$ cat src/rtl/sar_seq_pkg.sv
package sar_seq_pkg;

  typedef enum logic {
    PH_IDLE  = 1'b0,
    PH_TRIAL = 1'b1
  } sar_phase_e;

  // a trial needs at least one settle cycle plus the sampling cycle
  function automatic int unsigned trial_len(input int unsigned req);
    return (req < 2) ? 2 : req;
  endfunction

endpackage

$ cat src/rtl/sar_trial_timer.sv
module sar_trial_timer #(
  parameter int unsigned TRIAL_CLKS = 3
) (
  input  logic clk,
  input  logic rst,
  input  logic launch_i,
  input  logic kill_i,
  input  logic run_i,
  output logic sample_o
);
  localparam int unsigned CNT_W = (TRIAL_CLKS > 2) ? $clog2(TRIAL_CLKS) : 1;
  localparam logic [CNT_W-1:0] LAST = CNT_W'(TRIAL_CLKS - 1);

  logic [CNT_W-1:0] cnt_q;

  assign sample_o = run_i && (cnt_q == LAST);

  always_ff @(posedge clk) begin
    if (rst || launch_i || kill_i || sample_o) begin
      cnt_q <= '0;
    end else if (run_i) begin
      cnt_q <= cnt_q + 1'b1;
    end
  end
endmodule

$ cat src/rtl/sar_bit_pointer.sv
module sar_bit_pointer #(
  parameter int unsigned NBITS = 10
) (
  input  logic             clk,
  input  logic             rst,
  input  logic             launch_i,
  input  logic             kill_i,
  input  logic             step_i,
  output logic [NBITS-1:0] ptr_o,
  output logic             last_o
);
  localparam logic [NBITS-1:0] TOP_BIT = {1'b1, {(NBITS-1){1'b0}}};

  assign last_o = ptr_o[0];

  always_ff @(posedge clk) begin
    if (rst || kill_i) begin
      ptr_o <= '0;
    end else if (launch_i) begin
      ptr_o <= TOP_BIT;
    end else if (step_i) begin
      ptr_o <= ptr_o >> 1;
    end
  end
endmodule

$ cat src/rtl/sar_code_reg.sv
module sar_code_reg #(
  parameter int unsigned NBITS = 10
) (
  input  logic             clk,
  input  logic             rst,
  input  logic             launch_i,
  input  logic             clear_i,
  input  logic             step_i,
  input  logic             above_i,
  input  logic [NBITS-1:0] ptr_i,
  output logic [NBITS-1:0] code_o,
  output logic [NBITS-1:0] resolved_o
);
  for (genvar i = 0; i < NBITS; i++) begin : g_bit
    // value of this bit once the current trial has been judged
    assign resolved_o[i] = ptr_i[i] ? (code_o[i] & ~above_i) : code_o[i];

    if (i == NBITS - 1) begin : g_top
      always_ff @(posedge clk) begin
        if (rst || clear_i) begin
          code_o[i] <= 1'b0;
        end else if (launch_i) begin
          code_o[i] <= 1'b1;
        end else if (step_i) begin
          code_o[i] <= resolved_o[i];
        end
      end
    end else begin : g_low
      always_ff @(posedge clk) begin
        if (rst || clear_i) begin
          code_o[i] <= 1'b0;
        end else if (launch_i) begin
          code_o[i] <= 1'b0;
        end else if (step_i) begin
          // next bit under test is raised as the current one is decided
          code_o[i] <= ptr_i[i+1] ? 1'b1 : resolved_o[i];
        end
      end
    end
  end
endmodule

$ cat src/rtl/sar_result_reg.sv
module sar_result_reg #(
  parameter int unsigned NBITS = 10
) (
  input  logic             clk,
  input  logic             rst,
  input  logic             load_i,
  input  logic [NBITS-1:0] data_i,
  output logic [NBITS-1:0] q_o
);
  always_ff @(posedge clk) begin
    if (rst) begin
      q_o <= '0;
    end else if (load_i) begin
      q_o <= data_i;
    end
  end
endmodule

$ cat src/rtl/sar_seq.sv
module sar_seq
  import sar_seq_pkg::*;
#(
  parameter int unsigned NBITS      = 10,
  parameter int unsigned TRIAL_CLKS = 3
) (
  input  logic             clk,
  input  logic             rst,
  input  logic             start_i,
  input  logic             abort_i,
  input  logic             cmp_above_i,
  output logic [NBITS-1:0] trial_o,
  output logic [NBITS-1:0] result_o,
  output logic             busy_o,
  output logic             done_o
);
  localparam int unsigned TC = trial_len(TRIAL_CLKS);

  sar_phase_e       phase_q;
  logic             launch, kill, sample, step, finish, last;
  logic [NBITS-1:0] ptr, resolved;

  assign busy_o = (phase_q == PH_TRIAL);
  assign launch = start_i && !busy_o;
  assign kill   = busy_o && abort_i;
  assign step   = sample && !abort_i;
  assign finish = step && last;

  always_ff @(posedge clk) begin
    if (rst) begin
      phase_q <= PH_IDLE;
      done_o  <= 1'b0;
    end else begin
      done_o <= finish;
      if (kill || finish) begin
        phase_q <= PH_IDLE;
      end else if (launch) begin
        phase_q <= PH_TRIAL;
      end
    end
  end

  sar_trial_timer #(.TRIAL_CLKS(TC)) u_timer (
    .clk      (clk),
    .rst      (rst),
    .launch_i (launch),
    .kill_i   (kill),
    .run_i    (busy_o),
    .sample_o (sample)
  );

  sar_bit_pointer #(.NBITS(NBITS)) u_ptr (
    .clk      (clk),
    .rst      (rst),
    .launch_i (launch),
    .kill_i   (kill),
    .step_i   (step),
    .ptr_o    (ptr),
    .last_o   (last)
  );

  sar_code_reg #(.NBITS(NBITS)) u_code (
    .clk        (clk),
    .rst        (rst),
    .launch_i   (launch),
    .clear_i    (kill || finish),
    .step_i     (step),
    .above_i    (cmp_above_i),
    .ptr_i      (ptr),
    .code_o     (trial_o),
    .resolved_o (resolved)
  );

  sar_result_reg #(.NBITS(NBITS)) u_result (
    .clk    (clk),
    .rst    (rst),
    .load_i (finish),
    .data_i (resolved),
    .q_o    (result_o)
  );
endmodule

$ cat config.mk
export PLATFORM = sky130hd
export DESIGN_NAME = sar_seq
export DESIGN_NICKNAME = d
export VERILOG_FILES = /design/src/rtl/sar_seq_pkg.sv /design/src/rtl/sar_trial_timer.sv /design/src/rtl/sar_bit_pointer.sv /design/src/rtl/sar_code_reg.sv /design/src/rtl/sar_result_reg.sv /design/src/rtl/sar_seq.sv
export SDC_FILE = /design/constraint.sdc
export NUM_CORES = 1
export LEC_CHECK = 0
export BUFFER_PORTS_ARGS = -buffer_cell sky130_fd_sc_hd__buf_4
export CAP_MARGIN = 20
export CORE_UTILIZATION = 35
export CTS_BUF_LIST = sky130_fd_sc_hd__clkbuf_8
export CTS_CLUSTER_SIZE = 8
export DETAILED_ROUTE_END_ITERATION = 16
export GPL_TIMING_DRIVEN = 1
export PLACE_DENSITY = 0.51
export SYNTH_ARGS = -nofsm -noshare
export SYNTH_HDL_FRONTEND = slang
export SYNTH_HIERARCHICAL = 1
export SYNTH_SLANG_ARGS = --single-unit
$ cat constraint.sdc
create_clock -name clk -period 2.88 [get_ports clk]
set_clock_uncertainty 0.2 [all_clocks]
set_input_delay 0.576 -clock clk [delete_from_list [all_inputs] [get_ports clk]]
set_output_delay 0.576 -clock clk [all_outputs]
set_load 0.01 [all_outputs]
Word level (Yosys, flattened, before mapping)
Index checks and enable logic that the tools add are counted.
{ "word_totals": {"inputBits": 5, "output_inout_bits": 22, "ff_bits": 34, "word_cells": 69} }
{ "classes": {"bitwise_logic": 11, "addsub": 1, "muxes": 23, "reduce_logical": 17, "n_eq_ne": 1} }
{ "ops": {"columns": ["operator", "n"], "rows": [
  ["1-bit 2-to-1 mux", 21],
  ["10-bit 2-to-1 mux", 2],
  ["1-bit bitwise AND", 10],
  ["1-bit logical OR", 6],
  ["2-bit OR reduction", 3],
  ["1-bit logical AND", 5],
  ["2-bit by 1-bit adder with 2-bit output, second input constant", 1],
  ["2-bit == test, second input constant", 1],
  ["1-bit zero test", 2],
  ["2-bit nonzero test", 1],
  ["1-bit NOT", 1]
]} }

Depth between registers and ports, before layout
Gate-level depths: netlist of the first run.
{ "logic_depth": {"depth_word": 7, "mapped_depth": 8, "depth_no_buf": 7} }

Modules after synthesis
Netlist of the first run, hierarchy kept.
{ "by_module_without_submodules": {"columns": ["module", "seq_area_each_um2", "cells_per_inst", "n_inst", "area_per_inst_um2"], "rows": [
  ["sar_code_reg", 200.2, 45, 1, 506.7],
  ["sar_bit_pointer", 200.2, 35, 1, 371.6],
  ["sar_result_reg", 200.2, 32, 1, 352.8],
  ["sar_seq", 40.0, 11, 1, 122.6],
  ["sar_trial_timer", 40.0, 12, 1, 108.9]
]} }

Worst setup path after synthesis of the first run
Ideal clock, no wire load.
{ "synth_timing": {"path_kind": "reg-to-reg", "from": "reg u_timer.cnt_q[0]", "to": "reg u_code.code_o[0]", "synth_period_minus_slack_ns": 1.844, "arrival_time_ns": 1.529, "required_ns": 2.565, "setup_ns": 0.115, "slack_ns": 1.036, "stages_incl_launch_ff": 8, "path_buffers": 1, "path_cell_list": "dfxtp_1 -> inv_1 -> ha_1 -> and2_1 -> nor2b_1 -> buf_2 -> mux2_2 -> o21ba_1"} }
{ "synth_via": {"elab_chain_cells": 7} }
{ "synth_lines": {"columns": ["element", "line_no", "rtl"], "rows": [
  ["start, declared", "sar_trial_timer.sv:14", "logic [CNT_W-1:0] cnt_q;"],
  ["start signal, assigned", "sar_trial_timer.sv:22", "cnt_q <= cnt_q + 1'b1;"],
  ["2-bit == test *", "sar_trial_timer.sv:16", "assign sample_o = run_i && (cnt_q == LAST);"],
  ["1-bit logical AND *", "sar_trial_timer.sv:16", null],
  ["via sample", "sar_seq.sv:20", "logic launch, kill, sample, step, finish, last;"],
  ["1-bit logical AND *", "sar_seq.sv:26", "assign step = sample && !abort_i;"],
  ["via step", "sar_seq.sv:20", null],
  ["1-bit logical AND", "sar_seq.sv:27", "assign finish = step && last;"],
  ["1-bit logical OR", "sar_seq.sv:66", ".clear_i (kill || finish),"],
  ["1-bit logical OR", "sar_code_reg.sv:30", "if (rst || clear_i) begin"],
  ["2-bit OR reduction (no line)", null, null],
  ["end signal, assigned by index", "sar_code_reg.sv:36", "code_o[i] <= ptr_i[i+1] ? 1'b1 : resolved_o[i];"],
  ["end, declared", "sar_code_reg.sv:11", "output logic [NBITS-1:0] code_o,"]
]} }
Mark *: on every way through the listed nets, which the timed path passes. The rest lies on a longest branch.
A chain may end at the register's enable or synchronous reset.

Worst setup path in the final report of the first run
Same ends and word-level chain as after synthesis.

==> flow_summary.html, run 1 <==
<table>
<tr><th>Metric</th><th>Value</th></tr>
<tr><th colspan="2">Synthesis</th></tr>
<tr><td>Instance count of the mapped netlist</td><td>135</td></tr>
<tr><td>Ranking of synthesized cells by area</td><td>sky130_fd_sc_hd__dfxtp_1, sky130_fd_sc_hd__mux2i_1, sky130_fd_sc_hd__mux2_2</td></tr>
<tr><td>Number of warnings issued by yosys</td><td>6</td></tr>
<tr><td>Synth Net Count</td><td>141</td></tr>
<tr><td>Post-synth cell types</td><td>26</td></tr>
<tr><td>Sequential area share after synthesis</td><td>0.465</td></tr>
<tr><td>Average size of a mapped cell</td><td>10.8 sq um</td></tr>
<tr><td>Synth top area share</td><td>0.465</td></tr>
<tr><td>Register bit count reported by yosys</td><td>34</td></tr>
<tr><td>Total standard cell area after synthesis</td><td>0.00146 sq mm</td></tr>
<tr><td>Dominant cell type by area after synthesis</td><td>sky130_fd_sc_hd__dfxtp_1</td></tr>
<tr><th colspan="2">Clock network</th></tr>
<tr><td>Number of resized instances in the post-cts repair step</td><td>0</td></tr>
<tr><td>Worst-case clock buffer depth</td><td>2</td></tr>
<tr><td>Worst-skew pair later-pin latency</td><td>0.27 ns</td></tr>
<tr><td>Master cell of the clock root buffer</td><td>sky130_fd_sc_hd__clkbuf_8</td></tr>
<tr><td>Post-CTS Setup Inserts</td><td>0</td></tr>
<tr><td>Clock Sinks</td><td>34</td></tr>
<tr><td>Level count of the clock H-tree</td><td>2</td></tr>
<tr><td>Number of buffers created by CTS</td><td>5</td></tr>
<tr><td>TritonCTS clock tree</td><td>yes</td></tr>
<tr><td># hold bufs at CTS</td><td>0</td></tr>
<tr><td>Clock transition time at the flip-flop clock pins of the worst setup and hold paths</td><td>0.06 ns</td></tr>
<tr><th colspan="2">STA</th></tr>
<tr><td>Number of setup violations in the final report</td><td>0</td></tr>
<tr><td>Worst Max-Slew Pin Slew</td><td>0.332 ns</td></tr>
<tr><td>Highest Clock Rate</td><td>491 MHz</td></tr>
<tr><td>Setup repair after global routing missed its margin</td><td>no</td></tr>
<tr><td>Sum Neg Setup Slack</td><td>0 ns</td></tr>
<tr><td>Max Transition Viols Final</td><td>0</td></tr>
<tr><td>Final hold viol count</td><td>0</td></tr>
<tr><td>Post-layout minimum cycle time</td><td>2.03 ns</td></tr>
<tr><td>Worst slew slack as a fraction of its limit</td><td>0.776</td></tr>
<tr><td>Worst hold slack across all endpoints</td><td>0.293 ns</td></tr>
<tr><td>Crit share post-route</td><td>0.707</td></tr>
<tr><td>Setup ws final</td><td>0.845 ns</td></tr>
<tr><th colspan="2">Worst setup path</th></tr>
<tr><td>Cells traversed along the worst timing path</td><td>inv_1 -&gt; ha_1 -&gt; and2_1 -&gt; nor2b_2 -&gt; buf_4 -&gt; mux2_2 -&gt; o21ba_1</td></tr>
<tr><td>Reg2Reg Depth</td><td>7</td></tr>
<tr><td>Delay of the slowest cell on the worst path</td><td>0.38 ns</td></tr>
<tr><td>Slowest library cell on the worst path</td><td>sky130_fd_sc_hd__mux2_2</td></tr>
<tr><td>Required time reported for the critical path endpoint</td><td>2.85 ns</td></tr>
<tr><td>Crit Path Max Fanout</td><td>20</td></tr>
<tr><td>Setup Crit Path Kind</td><td>reg2reg</td></tr>
<tr><td>Data arrival at the endpoint of the critical path</td><td>2.00 ns</td></tr>
<tr><td>Kind of start point of the critical path</td><td>flop</td></tr>
<tr><td>Crit path capture type</td><td>flop</td></tr>
<tr><th colspan="2">Detailed routing</th></tr>
<tr><td>Wire per inst</td><td>13.5 microns</td></tr>
<tr><td>Pre-antenna DRT Iters</td><td>4</td></tr>
<tr><td>Remaining design rule violation count</td><td>0</td></tr>
<tr><td>Detailed-route vias per instance</td><td>4.84</td></tr>
<tr><td>Iter 0 DRT Violations</td><td>41</td></tr>
<tr><td>Overall via count from detail_route</td><td>1027</td></tr>
<tr><td>Count of nets left with antenna violations after detail routing</td><td>0</td></tr>
<tr><td>WL final</td><td>2.86 mm</td></tr>
<tr><th colspan="2">Layout</th></tr>
<tr><td>Area Overhead vs Synth</td><td>20.9%</td></tr>
<tr><td># diodes</td><td>0</td></tr>
<tr><td>Share of post-route cells with drive strength above 1</td><td>0.296</td></tr>
<tr><td>Post-layout net count</td><td>167</td></tr>
<tr><td>Util after Layout</td><td>0.442</td></tr>
<tr><th colspan="2">Die</th></tr>
<tr><td>Row Count</td><td>23</td></tr>
<tr><td>Initial standard-cell utilization of the core</td><td>0.366</td></tr>
<tr><td>Core outline area</td><td>0.00400 sq mm</td></tr>
<tr><td>Die area</td><td>0.00444 sq mm</td></tr>
<tr><td>IO Pins</td><td>27</td></tr>
<tr><td>Die extent in x</td><td>66.6 microns</td></tr>
<tr><td>Height of the die</td><td>66.6 microns</td></tr>
<tr><th colspan="2">Global route</th></tr>
<tr><td>Number of antenna violations at the first check in global routing</td><td>0</td></tr>
<tr><td>Largest net degree at the start of global routing</td><td>21</td></tr>
<tr><td>Overflow after GRT</td><td>0</td></tr>
<tr><td>Number of global-route vias before repair</td><td>956</td></tr>
<tr><td>Global-route total usage across every layer</td><td>0.139</td></tr>
<tr><td>First-pass GRT wire length</td><td>4.60 mm</td></tr>
<tr><th colspan="2">Power and ir drop</th></tr>
<tr><td>Pleak</td><td>0.835 nW</td></tr>
<tr><td>Sequential share of power</td><td>0.549</td></tr>
<tr><td>Combinational power share</td><td>0.053</td></tr>
<tr><td>Post-layout power</td><td>875 uW</td></tr>
<tr><td>Worst vdd rail ir drop</td><td>0.272 mV</td></tr>
<tr><td>Int Power</td><td>687 uW</td></tr>
<tr><td>Fraction of power spent switching nets</td><td>0.215</td></tr>
<tr><td>Power Dens Cells</td><td>495 mW/mm^2</td></tr>
<tr><td>Switching power total</td><td>188 uW</td></tr>
<tr><td>Clock power frac</td><td>0.398</td></tr>
<tr><th colspan="2">Place</th></tr>
<tr><td>Dpl ws</td><td>0.803 ns</td></tr>
<tr><td>Final Wtd Congestion</td><td>0.675</td></tr>
<tr><td>Detailed placer's ending HPWL</td><td>1.95 mm</td></tr>
<tr><td>Quantity of I/O buffers inserted on ports</td><td>26</td></tr>
<tr><th colspan="2">Run</th></tr>
<tr><td>Maximum capacitance violations</td><td>0</td></tr>
<tr><th colspan="2">Min path</th></tr>
<tr><td>Min-Delay Path Depth</td><td>2</td></tr>
<tr><td>Worst min-delay path class</td><td>reg2reg</td></tr>
<tr><th colspan="2">Status</th></tr>
<tr><td>Result of the run</td><td>complete, no violations</td></tr>
</table>
## state kept, by name (all words and copies together) (netlist names)
| register | cells |
|---|---|
| u_code/code_o | 10 |
| u_ptr/ptr_o | 10 |
| u_result/q_o | 10 |
| u_timer/cnt_q | 2 |
| busy_o | 1 |
| done_o | 1 |
## stage by stage
| step | cells | instance area (sq um) |
|---|---|---|
| 2_1_floorplan | 135 | 1460 |
| 3_3_place_gp | 204 | 1680 |
| 3_5_place_dp | 204 | 1680 |
| 4_1_cts | 212 | 1770 |
| 5_1_grt | 212 | 1770 |
| 6_report | 212 | 1770 |
## cell families after synthesis
family	count (synthesis)	synth area share
simple gates	39	0.152
mux	28	0.199
compound gates	23	0.131
buf+inv	10	0.0436
flops	34	0.465
fa+ha+maj	1	0.00855
## power groups by stage
stage / Combinational [mW] / Clock, mW / Sequential, mW
after floorplan: 0.0316 / 0 / 0.491
after global placement: 0.0465 / 0 / 0.490
after detailed placement: 0.0474 / 0 / 0.491
final: 0.0468 / 0.348 / 0.480
after global routing: 0.0511 / 0.381 / 0.481
after CTS: 0.0475 / 0.364 / 0.480
## Yosys cell counts
library cell,count
sky130_fd_sc_hd__mux2_2,9
sky130_fd_sc_hd__inv_4,1
sky130_fd_sc_hd__nor2b_1,4
sky130_fd_sc_hd__buf_6,2
sky130_fd_sc_hd__a21boi_0,9
sky130_fd_sc_hd__a21boi_1,1
sky130_fd_sc_hd__nor4_4,1
sky130_fd_sc_hd__dfxtp_1,34
sky130_fd_sc_hd__and2_4,1
sky130_fd_sc_hd__o21ba_1,9
sky130_fd_sc_hd__mux2i_1,19
sky130_fd_sc_hd__inv_1,1
sky130_fd_sc_hd__nor2_1,23
sky130_fd_sc_hd__or3b_1,2
sky130_fd_sc_hd__nand2b_1,3
sky130_fd_sc_hd__a21oi_1,2
sky130_fd_sc_hd__or3_1,3
sky130_fd_sc_hd__nand3b_4,1
sky130_fd_sc_hd__ha_1,1
sky130_fd_sc_hd__buf_4,1
sky130_fd_sc_hd__buf_2,3
sky130_fd_sc_hd__buf_1,1
sky130_fd_sc_hd__clkbuf_2,1
sky130_fd_sc_hd__o31a_1,1
sky130_fd_sc_hd__and2_1,1
sky130_fd_sc_hd__o21a_1,1
## final timing paths
check                           slack (ns)          endpoint        startpoint
worst max-delay path                  0.85  u_code/code_o[0]  u_timer/cnt_q[0]
worst min-delay path                  0.29  u_timer/cnt_q[1]  u_timer/cnt_q[1]
worst max register to register        0.85  u_code/code_o[0]  u_timer/cnt_q[0]
worst min register to register        0.29  u_timer/cnt_q[1]  u_timer/cnt_q[1]
## area by class of cell
cell class                 instances  area (sq um)
fill                             385          2230
multi-input combinational         91           721
sequential                        34           681
timing repair buffer              27           203
clock buffer                       6          82.6
tap                               50          62.6
inverter                           2          10.0
clock inverter                     2          8.76
## routing by layer
| metal | up-vias | wire length, microns | global-route usage | part of all wire |
|---|---|---|---|---|
| met5 | - | 0 | 0 | 0 |
| met4 | 0 | 34 | 0.0559 | 0.012 |
| met3 | 4 | 138 | 0.0394 | 0.048 |
| met2 | 23 | 1280 | 0.210 | 0.45 |
| met1 | 486 | 1410 | 0.185 | 0.49 |
| li1 | 514 | - | - | - |
## critical path, delay by kind of cell, from the launching register on
kind | cells | cell delay, ns
mux | 1 | 0.38
buf+inv | 2 | 0.35
simple gates | 2 | 0.34
flops | 1 | 0.32
fa+ha+maj | 1 | 0.17
compound gates | 1 | 0.17
## cell usage in the layout (no fill, tap or decap)
master,n
sky130_fd_sc_hd__dfxtp_1,34
sky130_fd_sc_hd__buf_4,27
sky130_fd_sc_hd__nor2_1,23
sky130_fd_sc_hd__mux2i_1,19
sky130_fd_sc_hd__a21boi_0,9
sky130_fd_sc_hd__mux2_2,9
sky130_fd_sc_hd__o21ba_1,9
sky130_fd_sc_hd__clkbuf_8,6
sky130_fd_sc_hd__nor2b_1,3
sky130_fd_sc_hd__nand2b_1,3
sky130_fd_sc_hd__or3_1,3
sky130_fd_sc_hd__inv_1,2
sky130_fd_sc_hd__or3b_1,2
sky130_fd_sc_hd__a21oi_1,2
sky130_fd_sc_hd__and2_4,1
sky130_fd_sc_hd__nor2b_2,1
sky130_fd_sc_hd__nand3b_4,1
sky130_fd_sc_hd__inv_4,1
sky130_fd_sc_hd__nor4_4,1
sky130_fd_sc_hd__clkinv_2,1
sky130_fd_sc_hd__a21boi_1,1
sky130_fd_sc_hd__o31a_1,1
sky130_fd_sc_hd__o21a_1,1
sky130_fd_sc_hd__and2_1,1
sky130_fd_sc_hd__ha_1,1
No activity file was read; power rests on OpenSTA's default activity.
==> run 2: changes to the inputs <==
clock period = 2.1 ns   (was 2.88 ns; I/O delays follow)
==> run 2 against run 1 <==
Sequential cell count is the same. Critical path depth unchanged. Count of clock-buffer cells in the layout did not move. First-iteration DRC count shrank 24%. Largest cell class unchanged. Critical path type unchanged. Clock power is 44% higher. Cell area rose by 1.2%.
==> flow_summary.html, run 2 (synthesized netlist as in run 1, its figures left out) <==
<table>
<tr><th>Metric</th><th>Value</th></tr>
<tr><th colspan="2">Status</th></tr>
<tr><td>Result of the run</td><td>complete, no violations</td></tr>
<tr><th colspan="2">STA</th></tr>
<tr><td>Setup repair after global routing missed its margin</td><td>no</td></tr>
<tr><td>Crit share post-route</td><td>0.929 (+0.223)</td></tr>
<tr><td>Post-layout minimum cycle time</td><td>1.95 ns (-0.0832 ns)</td></tr>
<tr><td>Sum Neg Setup Slack</td><td>0 ns (unchanged)</td></tr>
<tr><td>Worst Max-Slew Pin Slew</td><td>0.316 ns (-0.0159 ns)</td></tr>
<tr><td>Highest Clock Rate</td><td>512 MHz (+4.3%)</td></tr>
<tr><td>Max Transition Viols Final</td><td>0 (unchanged)</td></tr>
<tr><td>Final hold viol count</td><td>0 (unchanged)</td></tr>
<tr><td>Number of setup violations in the final report</td><td>0 (unchanged)</td></tr>
<tr><td>Worst slew slack as a fraction of its limit</td><td>0.789 (+0.0126)</td></tr>
<tr><th colspan="2">Run</th></tr>
<tr><td>Maximum capacitance violations</td><td>0 (unchanged)</td></tr>
<tr><th colspan="2">Clock network</th></tr>
<tr><td>Clock transition time at the flip-flop clock pins of the worst setup and hold paths</td><td>0.07 ns (about the same)</td></tr>
<tr><td>Level count of the clock H-tree</td><td>2 (unchanged)</td></tr>
<tr><td>Worst-case clock buffer depth</td><td>2 (unchanged)</td></tr>
<tr><td>Worst-skew pair later-pin latency</td><td>0.28 ns (about the same)</td></tr>
<tr><td>TritonCTS clock tree</td><td>yes</td></tr>
<tr><td>Clock Sinks</td><td>34 (unchanged)</td></tr>
<tr><td>Post-CTS Setup Inserts</td><td>0 (unchanged)</td></tr>
<tr><td>Number of buffers created by CTS</td><td>5 (unchanged)</td></tr>
<tr><td>Master cell of the clock root buffer</td><td>sky130_fd_sc_hd__clkbuf_8</td></tr>
<tr><th colspan="2">Power and ir drop</th></tr>
<tr><td>Combinational power share</td><td>0.053 (about the same)</td></tr>
<tr><td>Clock power frac</td><td>0.410 (+0.012)</td></tr>
<tr><td>Worst vdd rail ir drop</td><td>0.229 mV (-16%)</td></tr>
<tr><td>Switching power total</td><td>278 uW (+48%)</td></tr>
<tr><td>Sequential share of power</td><td>0.537 (-0.012)</td></tr>
<tr><td>Pleak</td><td>0.833 nW (-0.19%)</td></tr>
<tr><td>Fraction of power spent switching nets</td><td>0.227 (+0.0117)</td></tr>
<tr><td>Post-layout power</td><td>1.22 mW (+40%)</td></tr>
<tr><td>Power Dens Cells</td><td>684 mW/mm^2 (+38%)</td></tr>
<tr><td>Int Power</td><td>947 uW (+38%)</td></tr>
<tr><th colspan="2">Place</th></tr>
<tr><td>Final Wtd Congestion</td><td>0.669 (-0.87%)</td></tr>
<tr><td>Detailed placer's ending HPWL</td><td>1.87 mm (-4.2%)</td></tr>
<tr><td>Quantity of I/O buffers inserted on ports</td><td>26 (unchanged)</td></tr>
<tr><th colspan="2">Worst setup path</th></tr>
<tr><td>R2r endpoint</td><td>u_code/code_o[8]</td></tr>
<tr><td>Destination of the critical timing path</td><td>u_code/code_o[8]</td></tr>
<tr><td>Setup Crit Path Kind</td><td>reg2reg</td></tr>
<tr><td>Crit Path Max Fanout</td><td>20 (unchanged)</td></tr>
<tr><td>Cells traversed along the worst timing path</td><td>inv_1 -&gt; ha_1 -&gt; and2_1 -&gt; nor2b_2 -&gt; buf_12 -&gt; mux2_2 -&gt; o21ba_1</td></tr>
<tr><td>Family with the most delay on the worst path</td><td>simple AND/OR/NAND/NOR gates</td></tr>
<tr><td>Number of cells on the critical path</td><td>7 (unchanged)</td></tr>
<tr><td>Crit path buf inv count</td><td>2 (unchanged)</td></tr>
<tr><td>Data arrival at the endpoint of the critical path</td><td>1.93 ns (-0.07 ns)</td></tr>
<tr><td>Required time reported for the critical path endpoint</td><td>2.08 ns (-0.77 ns)</td></tr>
<tr><td>Timing startpoint of the critical path</td><td>u_timer/cnt_q[0]</td></tr>
<tr><td>Reg2Reg Depth</td><td>7 (unchanged)</td></tr>
<tr><td>Delay of the slowest cell on the worst path</td><td>0.35 ns (-0.03 ns)</td></tr>
<tr><td>Slowest library cell on the worst path</td><td>sky130_fd_sc_hd__mux2_2</td></tr>
<tr><td>Source of the worst register-to-register timing path</td><td>u_timer/cnt_q[0]</td></tr>
<tr><td>Reg2Reg Setup Slack</td><td>0.15 ns (-0.70 ns)</td></tr>
<tr><td>Kind of start point of the critical path</td><td>flop</td></tr>
<tr><td>Crit path capture type</td><td>flop</td></tr>
<tr><th colspan="2">Layout</th></tr>
<tr><td>Registers with the most flip-flops</td><td>u_code/code_o (10), u_ptr/ptr_o (10), u_result/q_o (10)</td></tr>
<tr><td>Share of post-route cells with drive strength above 1</td><td>0.309 (+0.0123)</td></tr>
<tr><td>Area Overhead vs Synth</td><td>22.3%</td></tr>
<tr><td>Commonest non-fill, non-tap cells in the layout</td><td>sky130_fd_sc_hd__dfxtp_1, sky130_fd_sc_hd__buf_4, sky130_fd_sc_hd__nor2_1</td></tr>
<tr><td>Post-layout net count</td><td>167 (unchanged)</td></tr>
<tr><td>Count of filler cells inserted in the layout</td><td>380 (-1.3%)</td></tr>
<tr><td># diodes</td><td>0 (unchanged)</td></tr>
<tr><td>Leading cell type in the layout, fill and taps excluded</td><td>sky130_fd_sc_hd__dfxtp_1</td></tr>
<tr><th colspan="2">Detailed routing</th></tr>
<tr><td>Overall via count from detail_route</td><td>1011 (-1.6%)</td></tr>
<tr><td>Remaining design rule violation count</td><td>0 (unchanged)</td></tr>
<tr><td>WL final</td><td>2.80 mm (-1.9%)</td></tr>
<tr><td>Iter 0 DRT Violations</td><td>31 (-24%)</td></tr>
<tr><td>Detailed-route vias per instance</td><td>4.77 (-1.6%)</td></tr>
<tr><td>Wire per inst</td><td>13.2 microns (-1.9%)</td></tr>
<tr><td>Count of nets left with antenna violations after detail routing</td><td>0 (unchanged)</td></tr>
<tr><td>Pre-antenna DRT Iters</td><td>2 (-2)</td></tr>
<tr><th colspan="2">Min path</th></tr>
<tr><td>Worst min-delay path class</td><td>in2reg</td></tr>
<tr><th colspan="2">Die</th></tr>
<tr><td>Die area</td><td>0.00444 sq mm (unchanged)</td></tr>
<tr><td>Height of the die</td><td>66.6 microns (unchanged)</td></tr>
<tr><td>Initial standard-cell utilization of the core</td><td>0.366 (unchanged)</td></tr>
<tr><td>Core outline area</td><td>0.00400 sq mm (unchanged)</td></tr>
<tr><td>Die extent in x</td><td>66.6 microns (unchanged)</td></tr>
<tr><td>IO Pins</td><td>27 (unchanged)</td></tr>
<tr><td>Row Count</td><td>23 (unchanged)</td></tr>
<tr><th colspan="2">Global route</th></tr>
<tr><td>Number of antenna violations at the first check in global routing</td><td>0 (unchanged)</td></tr>
<tr><td>Global-route total usage across every layer</td><td>0.142 (+0.00236)</td></tr>
<tr><td>Overflow after GRT</td><td>0 (unchanged)</td></tr>
<tr><td>Largest net degree at the start of global routing</td><td>21 (unchanged)</td></tr>
<tr><td>First-pass GRT wire length</td><td>4.52 mm (-1.8%)</td></tr>
<tr><td>Number of global-route vias before repair</td><td>937 (-2.0%)</td></tr>
</table>
==> run 2: cell types whose count changed in the layout (fill, tap and decap cells not counted), sizes merged <==
cell,before,now
clkinvlp,0,1
inv,3,2
==> run 2: how the worst min path moves through the flow <==
stage | depth (start not counted) | start | endpoint
2_1_floorplan | 2 | u_timer/cnt_q[1] | u_timer/cnt_q[1]
3_3_place_gp | 2 | u_timer/cnt_q[1] | u_timer/cnt_q[1]
3_5_place_dp | 2 | u_timer/cnt_q[0] | u_timer/cnt_q[0]
4_1_cts | 3 | start_i | busy_o
5_1_grt | 3 | start_i | busy_o
6_report | 3 | start_i | busy_o
==> run 2: per-stage QoR <==
step | hold slack [ns] | area (sq um) | worst slack, ns | instances | util
5_1_grt | 0.249 | 1790 | 0.0346 | 212 | 0.447
2_1_floorplan | 0.247 | 1460 | 0.256 | 135 | -
6_report | 0.222 | 1790 | 0.148 | 212 | 0.447
4_1_cts | 0.219 | 1780 | 0.0706 | 212 | 0.446
3_3_place_gp | 0.258 | 1690 | 0.138 | 204 | 0.422
3_5_place_dp | 0.278 | 1690 | 0.0936 | 204 | 0.422
==> run 2: final cells by class <==
type | count | area, sq um | share of cell area
repair buffers | 27 | 215 | 0.120
flip-flops and latches | 34 | 681 | 0.380
well taps | 50 | 62.6 | 0.0350
inverters | 2 | 10.0 | 0.00559
multi-input cells | 91 | 726 | 0.406
clock buffers | 6 | 82.6 | 0.0462
clock inverters | 2 | 12.5 | 0.00699
==> run 2: what timing repair did <==
| action | in CTS | in global routing |
|---|---|---|
| resized for setup | 0 | 1 |
| endpoints found under the setup margin | 0 | 9 |
| hold buffers | 0 | 0 |
==> run 2: per-layer routing <==
layer,wire [microns],vias up,GRT usage,share of wire
met2,1230,20,0.205,0.44
met5,0,-,0,0
met4,41,0,0.0638,0.015
met1,1390,473,0.181,0.50
met3,133,5,0.0582,0.047
li1,-,513,-,-
==> run 2: tightest hold or removal path, stage by stage <==
cell,delay (ns)
sky130_fd_sc_hd__buf_4,0.08
sky130_fd_sc_hd__nor2_1,0.05
sky130_fd_sc_hd__nor4_4,0.10
==> run 2: power by group through the flow <==
stage	Clock [mW]	Combinational (mW)	Sequential, mW
2_1_floorplan	0	0.0434	0.673
3_3_place_gp	0	0.0642	0.672
3_5_place_dp	0	0.0651	0.673
4_1_cts	0.525	0.0652	0.658
5_1_grt	0.542	0.0713	0.658
6_report	0.502	0.0652	0.658
